[config.mk]
export PLATFORM = sky130hd
export DESIGN_NAME = ext_rst_stretch
export DESIGN_NICKNAME = d
export VERILOG_FILES = /design/src/rtl/ers_pkg.sv /design/src/rtl/ers_sync.sv /design/src/rtl/ers_len_cnt.sv /design/src/rtl/ext_rst_stretch.sv
export SDC_FILE = /design/constraint.sdc
export NUM_CORES = 1
export LEC_CHECK = 0
export BUFFER_PORTS_ARGS = -buffer_cell sky130_fd_sc_hd__buf_2
export CAP_MARGIN = 25
export CORE_AREA = 5 5 42 44
export DETAILED_ROUTE_END_ITERATION = 8
export DIE_AREA = 0 0 47 49
export HOLD_SLACK_MARGIN = 0.12
export SYNTH_ARGS = -nofsm -noshare
export SYNTH_HDL_FRONTEND = slang
export SYNTH_SLANG_ARGS = --single-unit
[constraint.sdc]
create_clock -name clk -period 1.8 [get_ports clk]
set_input_delay 0.27 -clock clk [delete_from_list [all_inputs] [get_ports clk]]
set_output_delay 0.27 -clock clk [all_outputs]
set_load 0.02 [all_outputs]
[src/rtl/ers_pkg.sv]
package ers_pkg;
    typedef enum logic [1:0] {
        ST_IDLE   = 2'd0,
        ST_ARMED  = 2'd1,
        ST_PULSE  = 2'd2,
        ST_RELOCK = 2'd3
    } ers_state_t;
endpackage

[src/rtl/ers_sync.sv]
module ers_sync #(
    parameter int STAGES = 2
) (
    input  logic clk,
    input  logic arst,
    input  logic d_async,
    output logic q_sync
);
    logic [STAGES-1:0] chain;

    generate
        for (genvar i = 0; i < STAGES; i++) begin : g_stage
            if (i == 0) begin : g_first
                always_ff @(posedge clk or posedge arst) begin
                    if (arst) chain[0] <= 1'b0;
                    else      chain[0] <= d_async;
                end
            end else begin : g_next
                always_ff @(posedge clk or posedge arst) begin
                    if (arst) chain[i] <= 1'b0;
                    else      chain[i] <= chain[i-1];
                end
            end
        end
    endgenerate

    assign q_sync = chain[STAGES-1];
endmodule

[src/rtl/ers_len_cnt.sv]
module ers_len_cnt #(
    parameter int LIMIT = 10
) (
    input  logic clk,
    input  logic arst,
    input  logic run,
    input  logic tick,
    output logic done
);
    localparam int CW = $clog2(LIMIT + 1);
    localparam logic [CW-1:0] LAST = CW'(LIMIT - 1);

    logic [CW-1:0] cnt;

    always_ff @(posedge clk or posedge arst) begin
        if (arst)         cnt <= '0;
        else if (!run)    cnt <= '0;
        else if (tick)    cnt <= cnt + 1'b1;
    end

    assign done = run && tick && (cnt == LAST);
endmodule

[src/rtl/ext_rst_stretch.sv]
module ext_rst_stretch #(
    parameter int SYNC_STAGES = 2,
    parameter int PULSE_TICKS = 10
) (
    input  logic clk,
    input  logic pwr_on_hold,
    input  logic sample_tick,
    input  logic ext_rst_pin,
    output logic int_rst,
    output logic busy
);
    import ers_pkg::*;

    ers_state_t state, state_nx;
    logic       pin_s;
    logic       span_done;
    logic       in_pulse;

    ers_sync #(.STAGES(SYNC_STAGES)) u_sync (
        .clk     (clk),
        .arst    (pwr_on_hold),
        .d_async (ext_rst_pin),
        .q_sync  (pin_s)
    );

    assign in_pulse = (state == ST_PULSE);

    ers_len_cnt #(.LIMIT(PULSE_TICKS)) u_len (
        .clk  (clk),
        .arst (pwr_on_hold),
        .run  (in_pulse),
        .tick (sample_tick),
        .done (span_done)
    );

    // state register
    always_ff @(posedge clk or posedge pwr_on_hold) begin
        if (pwr_on_hold) state <= ST_IDLE;
        else             state <= state_nx;
    end

    // transitions
    always_comb begin
        state_nx = state;
        unique case (state)
            ST_IDLE:   if (sample_tick && pin_s)  state_nx = ST_ARMED;
            ST_ARMED:  if (!pin_s)                state_nx = ST_IDLE;
                       else if (sample_tick)      state_nx = ST_PULSE;
            ST_PULSE:  if (span_done)             state_nx = ST_RELOCK;
            ST_RELOCK: if (sample_tick && !pin_s) state_nx = ST_IDLE;
            default:                              state_nx = ST_IDLE;
        endcase
    end

    // outputs
    always_comb begin
        busy    = in_pulse;
        int_rst = pwr_on_hold | in_pulse;
    end
endmodule

# Word level (Yosys, flattened, before mapping)
# Index checks and enable logic that the tools add are counted.
# word_totals
regBits	8
# classes
addsub	1
n_eq_ne	9
mux	8
bitwise	1
n_reduce_logical	7
# op_table
op	n
2-to-1 mux 2 bit	5
2-to-1 mux 4 bit	2
!= test 2 bit (second input constant)	4
case mux 2 bit (4 select lines)	1
adder 4 x 1 -> 4 bit (second input constant)	1
== test 2 bit (second input constant)	2
== test 4 bit (second input constant)	1
logical AND 1 bit	4
AND reduction 4 bit	1
!= test 3 bit (second input constant)	1
== test 2 x 1 -> 1 bit (second input constant)	1
logical NOT 2 bit	1
logical NOT 1 bit	1
OR 1 bit	1

# Logic depth before layout (Yosys ltp)
# Gate-level depths: netlist of the first run.
# depth
depth_word	5
mapped_depth	4
ltp_nobuf	4

# Modules after synthesis
# A second synthesis of the first run with hierarchy kept.
# hier_totals
cells_unflattened	38
hier_area_um2	390.4
# by_module_without_submodules
mod	instances	cells_each	area_each_um2	seq_area_each_um2
ers_len_cnt	1	23	222.7	100.1
ext_rst_stretch	1	12	113.9	50.0
ers_sync	1	3	53.8	50.0

# Least setup slack after synthesis of the first run
# No wires, ideal clock.
# synth_timing
kind	reg-to-reg
start	register u_len.cnt[0]
end	register u_len.cnt[1]
setup_ps	72
arrival_time_ps	999
required_time_ps	1728
setup_slack_ps	729
path_stages_with_launch	4
n_path_buf	0
path_cell_list	dfrtp_1 ha_1 mux2_2 nor2_1
# synth_via
elab_chain_len	3
# synth_lines
element	line_no	text
start, declared	ers_len_cnt.sv:13	logic [CW-1:0] cnt;
start signal, assigned	ers_len_cnt.sv:18	else if (tick) cnt <= cnt + 1'b1;
adder 4 x 1 -> 4 bit	ers_len_cnt.sv:18	
2-to-1 mux 4 bit	ers_len_cnt.sv:18	
2-to-1 mux 4 bit	ers_len_cnt.sv:17	else if (!run) cnt <= '0;
# Every way passes these cells. The select of a mux whose other input is x is not followed.
# A chain may end at the register's enable or synchronous reset.

# Worst setup path after layout of the first run
# layout_timing
start	input port pwr_on_hold
end	output port int_rst
# layout_via
elab_chain_len	1
# layout_lines
element	line_no	text
start, declared	ext_rst_stretch.sv:6	input logic pwr_on_hold,
OR 1 bit	ext_rst_stretch.sv:58	int_rst = pwr_on_hold | in_pulse;
end, declared	ext_rst_stretch.sv:9	output logic int_rst,
# Every way passes these cells.

==> flow_metrics.py, run 1 <==
metrics = {
    "sta": {
        "max_freq_ghz": 0.6030,
        "rsz0062_at_grt": "false",
        "post-route-min-period_ns": 1.659,
        "fin_skew_ns": 0.005244,
        "hold_viol_final": 0,
        "max_slew_margin": 0.7967,
        "worstMarginPinSlew_ns": 0.3046,
        "tns_ns": 0,
        "final-setup-viol-count": 0,
        "period_share": 0.9214,
        "slew_viol_final": 0,
    },
    "logic_synthesis": {
        "syn_avg_cell_area_um2": 11.22,
        "muxShareOfSynthArea": 0.07317,
        "yosys.area_share.xor_xnor": 0.07317,
        "synthesis.area_um2": 359.1,
        "synth_top_family_by_area": "simple AND/OR/NAND/NOR gates",
        "synth_top_cell_area_share": 0.5575,
        "ys_warn_count": 0,
        "synth_cells": 32,
        "synth_compound_area_frac": 0.04878,
        "yosys-top-cells-area": "dfrtp_1 56%, ha_1 7.0%, xnor2_1 4.9%, inv_1 4.2%, mux2_4 4.2%",
        "synthSimpleGateAreaFrac": 0.1359,
        "synth_nets": 38,
        "synth_seq_cells": 8,
        "yosysSeqAreaShare": 0.5575,
        "ys_types": 16,
        "yosys.area.top_type": "dfrtp_1",
        "synth_fa_ha_area_frac": 0.06969,
    },
    "routing": {
        "post_drt_wl_per_cell_um": 9.466,
        "routed_wl_um": 549,
        "drtPass1Iterations": 1,
        "num_vias": 239,
        "drt_iter0_markers": 0,
        "drc": 0,
        "met3WireLength_um": 45,
        "met2WireLength_um": 251,
        "viasPerCell": 4.121,
        "drt-met1-wl_um": 252,
        "highest_layer": "met3",
        "ant_nets": 0,
    },
    "power": {
        "total_leakage_power_nw": 0.2154,
        "power_density_mw_per_mm2": 1332,
        "totalPowerFinal_uw": 595.0,
        "peakVddDrop_v": 0.0004807,
    },
    "final_layout": {
        "layout-drive-gt1-share": 0.2857,
        "finalNetCount": 50,
        "n_antenna_cell": 0,
        "most-common-layout-cells": "8 x dfrtp_1, 5 x buf_2, 4 x inv_1, 4 x nor2_1, 3 x clkbuf_4",
        "final_common_cell": "dfrtp_1",
        "areaGrowthSynthToFinish_pct": 24.39,
    },
    "global_route": {
        "track_usage": 0.05832,
        "grt_start_max_net_pins": 10,
        "grt_pass1_wl_um": 931,
        "grt_remaining_overflow": 0,
        "antenna_found_initial": 0,
        "grt_pass1_vias": 240,
    },
    "min_path": {
        "min_path_type": "reg -> reg",
    },
    "die": {
        "num_rows": 14,
        "start_util": 0.2562,
        "fp.dieH_um": 49,
        "die_w_um": 47,
        "ios": 6,
        "core_area_mm2": 0.001401,
        "die-area_mm2": 0.002303,
    },
    "run_status": {
        "outcome": "finished, final reports clean",
    },
    "clocking": {
        "post-cts-setup-buffers": 0,
        "ctsHoldBuffers": 2,
        "cts.clk_slew.worst_paths_ns": 0.05,
        "clock-sinks": 8,
        "htree_levels": 1,
        "cts_resized": 0,
        "cts_buffers": 3,
        "cts_root_buffer": "clkbuf_4",
        "cts_tree": "built",
        "clock_latency_ns": 0.25,
        "clockBufferDepth": 2,
    },
    "critical_path": {
        "path_max_fanout": 9,
        "cp_data_arrival_time_ns": 1.39,
        "crit_type": "in -> out",
        "end_kind": "output pin",
        "worst_setup_path_start_kind": "primary input",
        "critPathRequiredTime_ns": 1.53,
    },
    "placement": {
        "gp_congestion": 0.7342,
        "detailed_place_hpwl_um": 429.8,
        "io_buffers": 5,
    },
    "run": {
        "maxCapViolations": 0,
    },
}
## worst paths after layout
path | to | from | cells after the start | slack [ns]
hold / removal | u_sync.q_sync | u_sync.chain[0] | 0 | 0.35
min in group asynchronous | state[0] | pwr_on_hold | 3 | 0.51
max in group asynchronous | u_len.cnt[0] | pwr_on_hold | 3 | 1.06
hold reg to reg | u_sync.q_sync | u_sync.chain[0] | 0 | 0.35
setup reg to reg | u_len.cnt[1] | u_len.cnt[0] | 3 | 0.68
setup / recovery | int_rst | pwr_on_hold | 5 | 0.14
## cell type report
cell class	instances	area (um^2)
clock buffers	3	22.52
repair buffers	7	45.04
flip-flops and latches	8	200.2
well taps	16	20.02
inverters	4	15.01
fillers	161	954.7
multi-input cells	20	143.9
## cells by family (layout without fill, tap and decap cells)
logic type	count (synthesis)	in the layout
AOI/OAI and AO/OA	3	3
xor gates and xnor gates	3	3
muxes	2	2
DFF	8	8
buffers and inverters	4	14
and+or+nand+nor	10	10
adders and majority gates	2	2
## worst max-delay path: stages
cell and delay, ns:
dlygate4sd3_1 0.53, buf_2 0.12, inv_1 0.23, nand2_1 0.08
buf_2 0.17
## power breakdown
part	internal (mW)	leakage, nW	switching [mW]
clock	0.0756	0.0138	0.0517
combinational	0.0951	0.0987	0.109
sequential	0.222	0.103	0.0412
## metrics by stage
step / hold WS (ns) / worst slack, ns / instances / utilization / area [um^2]
CTS: 0.3510 / 0.1191 / 58 / 0.3188 / 446.7
global route: 0.3562 / 0.02540 / 58 / 0.3188 / 446.7
global placement: 0.2259 / 0.6721 / 53 / 0.2884 / 404.1
floorplan: 0.09367 / 0.7291 / 32 / - / 359.1
detailed placement: 0.2297 / 0.6659 / 53 / 0.2884 / 404.1
finish: 0.3502 / 0.1415 / 58 / 0.3188 / 446.7
## synth_stat cells
cell type  number
xnor2_1         2
dfrtp_1         8
nor3_1          1
o22ai_1         1
inv_1           4
nor2_1          4
mux2_4          1
nand4_1         1
nand2_2         1
a31oi_1         1
mux2_2          1
ha_1            2
nand2_1         2
nand2b_2        1
a21oi_1         1
xor2_1          1
## per-layer routing
layer  vias to the layer above  global-route usage
met5                         -                   0
met4                         0             0.05530
met3                         0             0.01845
met2                         7             0.07240
met1                       107             0.07483
li1                        125                   -
(Power assumes the default switching activity.)
==> inputs of run 2 (changes only) <==
clock period = 1.9 ns   (was 1.8 ns; I/O delays follow)
==> run 2 against run 1 <==
Compared with the run above:
- hold slack worse by 0.21 ns
- register-to-register slack better by 0.10 ns
- cell area is 2.2% lower
- via count is 4.6% lower
- sequential share of layout area is 1.0 points higher
- worst setup slack better by 0.041 ns
- core utilization is 0.71 points lower
- wire length is 1.6% higher
- first-iteration DRC count is 1 higher
- non-clock buffer count is 1 lower
- clock power hardly changed
- largest cell class unchanged
==> flow_metrics.py, run 2 (synthesis results as in run 1) <==
metrics = {
    "run_status": {
        "outcome": "finished, final reports clean",
    },
    "sta": {
        "max_slew_margin": 0.7782,
        "whs_ns": 0.1439,
        "slew_viol_final": 0,
        "tns_ns": 0,
        "period_share": 0.9037,
        "fin_skew_ns": 0.005112,
        "final-setup-viol-count": 0,
        "post-route-min-period_ns": 1.717,
        "max_freq_ghz": 0.5824,
        "rsz0062_at_grt": "false",
        "worstMarginPinSlew_ns": 0.3324,
        "hold_viol_final": 0,
    },
    "critical_path": {
        "worst_setup_path_start_kind": "primary input",
        "crit_start": "pwr_on_hold",
        "path_max_fanout": 9,
        "max_stage_delay_ns": 0.53,
        "crit_top_cell": "buf_2",
        "cp_data_arrival_time_ns": 1.43,
        "critical-path-slowest-cell": "dlygate4sd3_1",
        "reg2reg_depth": 3,
        "end_kind": "output pin",
        "worstReg2RegEnd": "u_len.cnt[1]",
        "crit_type": "in -> out",
        "r2r_start": "u_len.cnt[0]",
        "critPathRequiredTime_ns": 1.62,
        "ff2ff_setup_slack_ns": 0.78,
        "crit_chain": "dlygate4sd3_1 -> buf_2 -> inv_1 -> nand2_1 -> buf_2",
        "crit_path_end": "int_rst",
    },
    "routing": {
        "drt_iter0_markers": 1,
        "num_vias": 228,
        "viasPerCell": 4.000,
        "post_drt_wl_per_cell_um": 9.789,
        "drc": 0,
        "drtPass1Iterations": 2,
        "routed_wl_um": 558,
        "ant_nets": 0,
    },
    "final_layout": {
        "ff_latch_area_um2": 200.2,
        "n_antenna_cell": 0,
        "final_common_cell": "dfrtp_1",
        "fin_cells": 57,
        "n_fill_cell": 158,
        "areaGrowthSynthToFinish_pct": 21.60,
        "layout-drive-gt1-share": 0.2927,
        "finalNetCount": 49,
        "most-common-layout-cells": "8 x dfrtp_1, 5 x buf_2, 4 x inv_1, 4 x nor2_1, 3 x clkbuf_4",
        "multi_input_area_um2": 143.9,
        "finish.instance_area_um2": 436.7,
    },
    "placement": {
        "dpl_cell_area_um2": 404.1,
        "placed_cells": 53,
        "io_buffers": 5,
        "detailed_place_hpwl_um": 404,
        "gp_congestion": 0.7376,
    },
    "clocking": {
        "cts_tree": "built",
        "cts.clk_slew.worst_paths_ns": 0.05,
        "htree_levels": 1,
        "clock-sinks": 8,
        "clock_latency_ns": 0.25,
        "ctsHoldBuffers": 1,
        "cts_resized": 0,
        "cts_root_buffer": "clkbuf_4",
        "clockBufferDepth": 2,
        "cts_buffers": 3,
        "post-cts-setup-buffers": 0,
    },
    "run": {
        "maxCapViolations": 0,
    },
    "global_route": {
        "grt_pass1_vias": 252,
        "grt_start_max_net_pins": 10,
        "grt_remaining_overflow": 0,
        "antenna_found_initial": 0,
        "track_usage": 0.06259,
        "grt_pass1_wl_um": 986,
    },
    "die": {
        "core_area_mm2": 0.001401,
        "num_rows": 14,
        "fp.dieH_um": 49,
        "die_w_um": 47,
        "die-area_mm2": 0.002303,
        "start_util": 0.2562,
        "ios": 6,
    },
    "power": {
        "power_density_mw_per_mm2": 1300,
        "total_leakage_power_nw": 0.2112,
        "peakVddDrop_v": 0.0005340,
    },
    "min_path": {
        "min_path_type": "in -> reg",
    },
}
[run 2: worst min path at each step]
stage	startpoint	endpoint	slack, ns	cells after the start
floorplan	pwr_on_hold	asynchronous set/reset pin	0.11	1
global placement	pwr_on_hold	u_sync.chain[0]	0.25	2
detailed placement	pwr_on_hold	u_sync.chain[0]	0.25	2
CTS	ext_rst_pin	u_sync.chain[0]	0.13	1
global route	ext_rst_pin	u_sync.chain[0]	0.14	1
finish	ext_rst_pin	u_sync.chain[0]	0.14	1
[run 2: final cells by class]
class                   count  area share
flip-flops and latches      8      0.4585
inverters                   4     0.03438
well taps                  16     0.04585
repair buffers              6     0.08023
multi-input cells          20      0.3295
clock buffers               3     0.05158
[run 2: worst max-delay path: cells and delay by family]
family / cells / cell delay [ns]
buffers and inverters: 4 / 1.07
AND/OR/NAND/NOR: 1 / 0.08
[run 2: per-layer routing]
layer / GRT usage / wire length [um] / part of all wire
met5: 0 / 0 / 0
met4: 0.06912 / 0 / 0
met3: 0.01107 / 21 / 0.038
met2: 0.07466 / 247 / 0.44
met1: 0.08390 / 290 / 0.52
[run 2: stage by stage]
stage               setup WS, ns  total power, mW  utilization
global route             0.07246           0.6199       0.3116
global placement          0.7336           0.4400       0.2884
floorplan                 0.8291           0.3922            -
finish                    0.1830           0.5678       0.3116
detailed placement        0.7264           0.4443       0.2884
CTS                       0.1718           0.5793       0.3116
[run 2: where the power goes]
group	leakage, nW	switching (mW)	internal, mW
Sequential	0.103	0.0387	0.210
Clock	0.0138	0.0549	0.0721
Combinational	0.0946	0.104	0.0884
Total	0.211	0.197	0.371
==> inputs of run 3 (changes only) <==
CELL_PAD_IN_SITES_DETAIL_PLACEMENT = 1   (was default)
CELL_PAD_IN_SITES_GLOBAL_PLACEMENT = 2   (was default)
CTS_CLUSTER_DIAMETER = 40   (was default)
PLACE_DENSITY_LB_ADDON = 0.1   (was default)
==> run 3 against run 2 <==
Compared with the run above:
- flip-flop and latch count did not move
- worst setup slack barely moved
- register-to-register slack barely moved
- global-route usage rose by 2.0 points
- sequential power rose by 2%
- total power rose by 2.4%
- via count rose by 11%
- cell count did not move
- combinational power rose by 3%
- clock-buffer cell count did not move
- cell area did not move
- largest cell class unchanged
- largest power group unchanged
==> flow_metrics.py, run 3 (synthesis results as in run 1) <==
metrics = {
    "critical_path": {
        "reg2reg_depth": 3,
        "cp_data_arrival_time_ns": 1.43,
        "r2r_start": "u_len.cnt[0]",
        "ff2ff_setup_slack_ns": 0.77,
        "crit_path_end": "int_rst",
        "path_max_fanout": 9,
        "crit_start": "pwr_on_hold",
        "end_kind": "output pin",
        "crit_type": "in -> out",
        "worstReg2RegEnd": "u_len.cnt[1]",
        "critPathRequiredTime_ns": 1.62,
        "worst_setup_path_start_kind": "primary input",
    },
    "global_route": {
        "grt_remaining_overflow": 0,
        "grt_start_max_net_pins": 10,
        "antenna_found_initial": 0,
        "track_usage": 0.08286,
        "grt_pass1_vias": 289,
        "grt_pass1_wl_um": 1283,
    },
    "die": {
        "start_util": 0.2562,
        "ios": 6,
        "fp.dieH_um": 49,
        "die_w_um": 47,
        "die-area_mm2": 0.002303,
        "num_rows": 14,
        "core_area_mm2": 0.001401,
    },
    "final_layout": {
        "most-common-layout-cells": "8 x dfrtp_1, 5 x buf_2, 4 x inv_1, 4 x nor2_1, 3 x clkbuf_4",
        "ff_latch_area_um2": 200.2,
        "finalNetCount": 49,
        "multi_input_area_um2": 143.9,
        "n_fill_cell": 175,
        "layout-drive-gt1-share": 0.2927,
        "n_antenna_cell": 0,
        "finish.instance_area_um2": 436.7,
        "fin_cells": 57,
        "areaGrowthSynthToFinish_pct": 21.60,
        "final_common_cell": "dfrtp_1",
    },
    "routing": {
        "routed_wl_um": 716,
        "drt_iter0_markers": 0,
        "drc": 0,
        "num_vias": 254,
        "viasPerCell": 4.456,
        "ant_nets": 0,
        "post_drt_wl_per_cell_um": 12.56,
        "drtPass1Iterations": 1,
    },
    "min_path": {
        "min_path_type": "in -> reg",
        "hp-start": "ext_rst_pin",
    },
    "placement": {
        "io_buffers": 5,
        "place_ws_ns": 0.6783,
        "detailed_place_hpwl_um": 567.7,
        "placed_cells": 53,
        "gp_congestion": 0.7428,
        "dpl_cell_area_um2": 404.1,
    },
    "power": {
        "pwr-share-seq": 0.436,
        "pwr-share-clk": 0.225,
        "p_int_uw": 371.2,
        "total_leakage_power_nw": 0.2112,
        "peakVddDrop_v": 0.0003440,
        "power_density_mw_per_mm2": 1331,
        "p_sw_frac": 0.3613,
        "combPwrFrac": 0.340,
        "p_sw_uw": 210.0,
    },
    "clocking": {
        "clock-sinks": 8,
        "cts_tree": "built",
        "cts_root_buffer": "clkbuf_4",
        "cts_resized": 0,
        "cts_buffers": 3,
        "cts.clk_slew.worst_paths_ns": 0.05,
        "clock_latency_ns": 0.25,
        "htree_levels": 1,
        "clockBufferDepth": 2,
    },
    "sta": {
        "worstMarginPinSlew_ns": 0.3356,
        "fin_skew_ns": 0.004861,
        "final-setup-viol-count": 0,
        "period_share": 0.9039,
        "slew_viol_final": 0,
        "hold_viol_final": 0,
        "max_slew_margin": 0.7760,
        "post-route-min-period_ns": 1.717,
        "rsz0062_at_grt": "false",
        "max_freq_ghz": 0.5823,
        "worst_slack_ns": 0.1826,
        "tns_ns": 0,
    },
    "run_status": {
        "outcome": "finished, final reports clean",
    },
    "run": {
        "maxCapViolations": 0,
    },
}
==> run 3: final cells by class <==
type / count / area share
clock buffer: 3 / 0.05158
multi-input combinational: 20 / 0.3295
timing repair buffer: 6 / 0.08023
tap: 16 / 0.04585
inverter: 4 / 0.03438
sequential: 8 / 0.4585
==> run 3: critical path, stage by stage <==
cell and delay, ns:
dlygate4sd3_1 0.52, buf_2 0.12, inv_1 0.25, nand2_1 0.08, buf_2 0.17
==> run 3: worst min path at each step <==
stage                                             to  cells after the start
after floorplan           asynchronous set/reset pin                      1
after global placement               u_sync.chain[0]                      2
after detailed placement             u_sync.chain[0]                      2
after CTS                            u_sync.chain[0]                      1
after global routing                 u_sync.chain[0]                      1
final                                u_sync.chain[0]                      1
==> run 3: power by group through the flow <==
stage | sequential, mW | combinational [mW] | clock [mW]
after floorplan | 0.245 | 0.148 | 0
after global placement | 0.251 | 0.193 | 0
after detailed placement | 0.256 | 0.204 | 0
after CTS | 0.254 | 0.206 | 0.139
after global routing | 0.259 | 0.225 | 0.148
final | 0.253 | 0.197 | 0.131
==> run 3: per-stage QoR <==
stage	util	power, mW	hold slack, ns
4_1_cts	0.3116	0.6001	0.1285
3_3_place_gp	0.2884	0.4433	0.2516
2_1_floorplan	-	0.3922	0.1087
5_1_grt	0.3116	0.6326	0.1293
3_5_place_dp	0.2884	0.4601	0.2675
6_report	0.3116	0.5812	0.1398
==> run 3: what timing repair did <==
| action | CTS | global route |
|---|---|---|
| endpoints found under the hold margin | 8 | 0 |
| setup endpoints to repair | 0 | 0 |
| setup buffers | 0 | 0 |
| hold buffers | 1 | 0 |
==> run 3: layer usage <==
metal | track usage | vias up | routed length (um)
met3 | 0.03690 | 2 | 47
met1 | 0.09172 | 120 | 300
met2 | 0.1154 | 8 | 357
met4 | 0.06912 | 0 | 11
li1 | - | 124 | -
met5 | 0 | - | 0
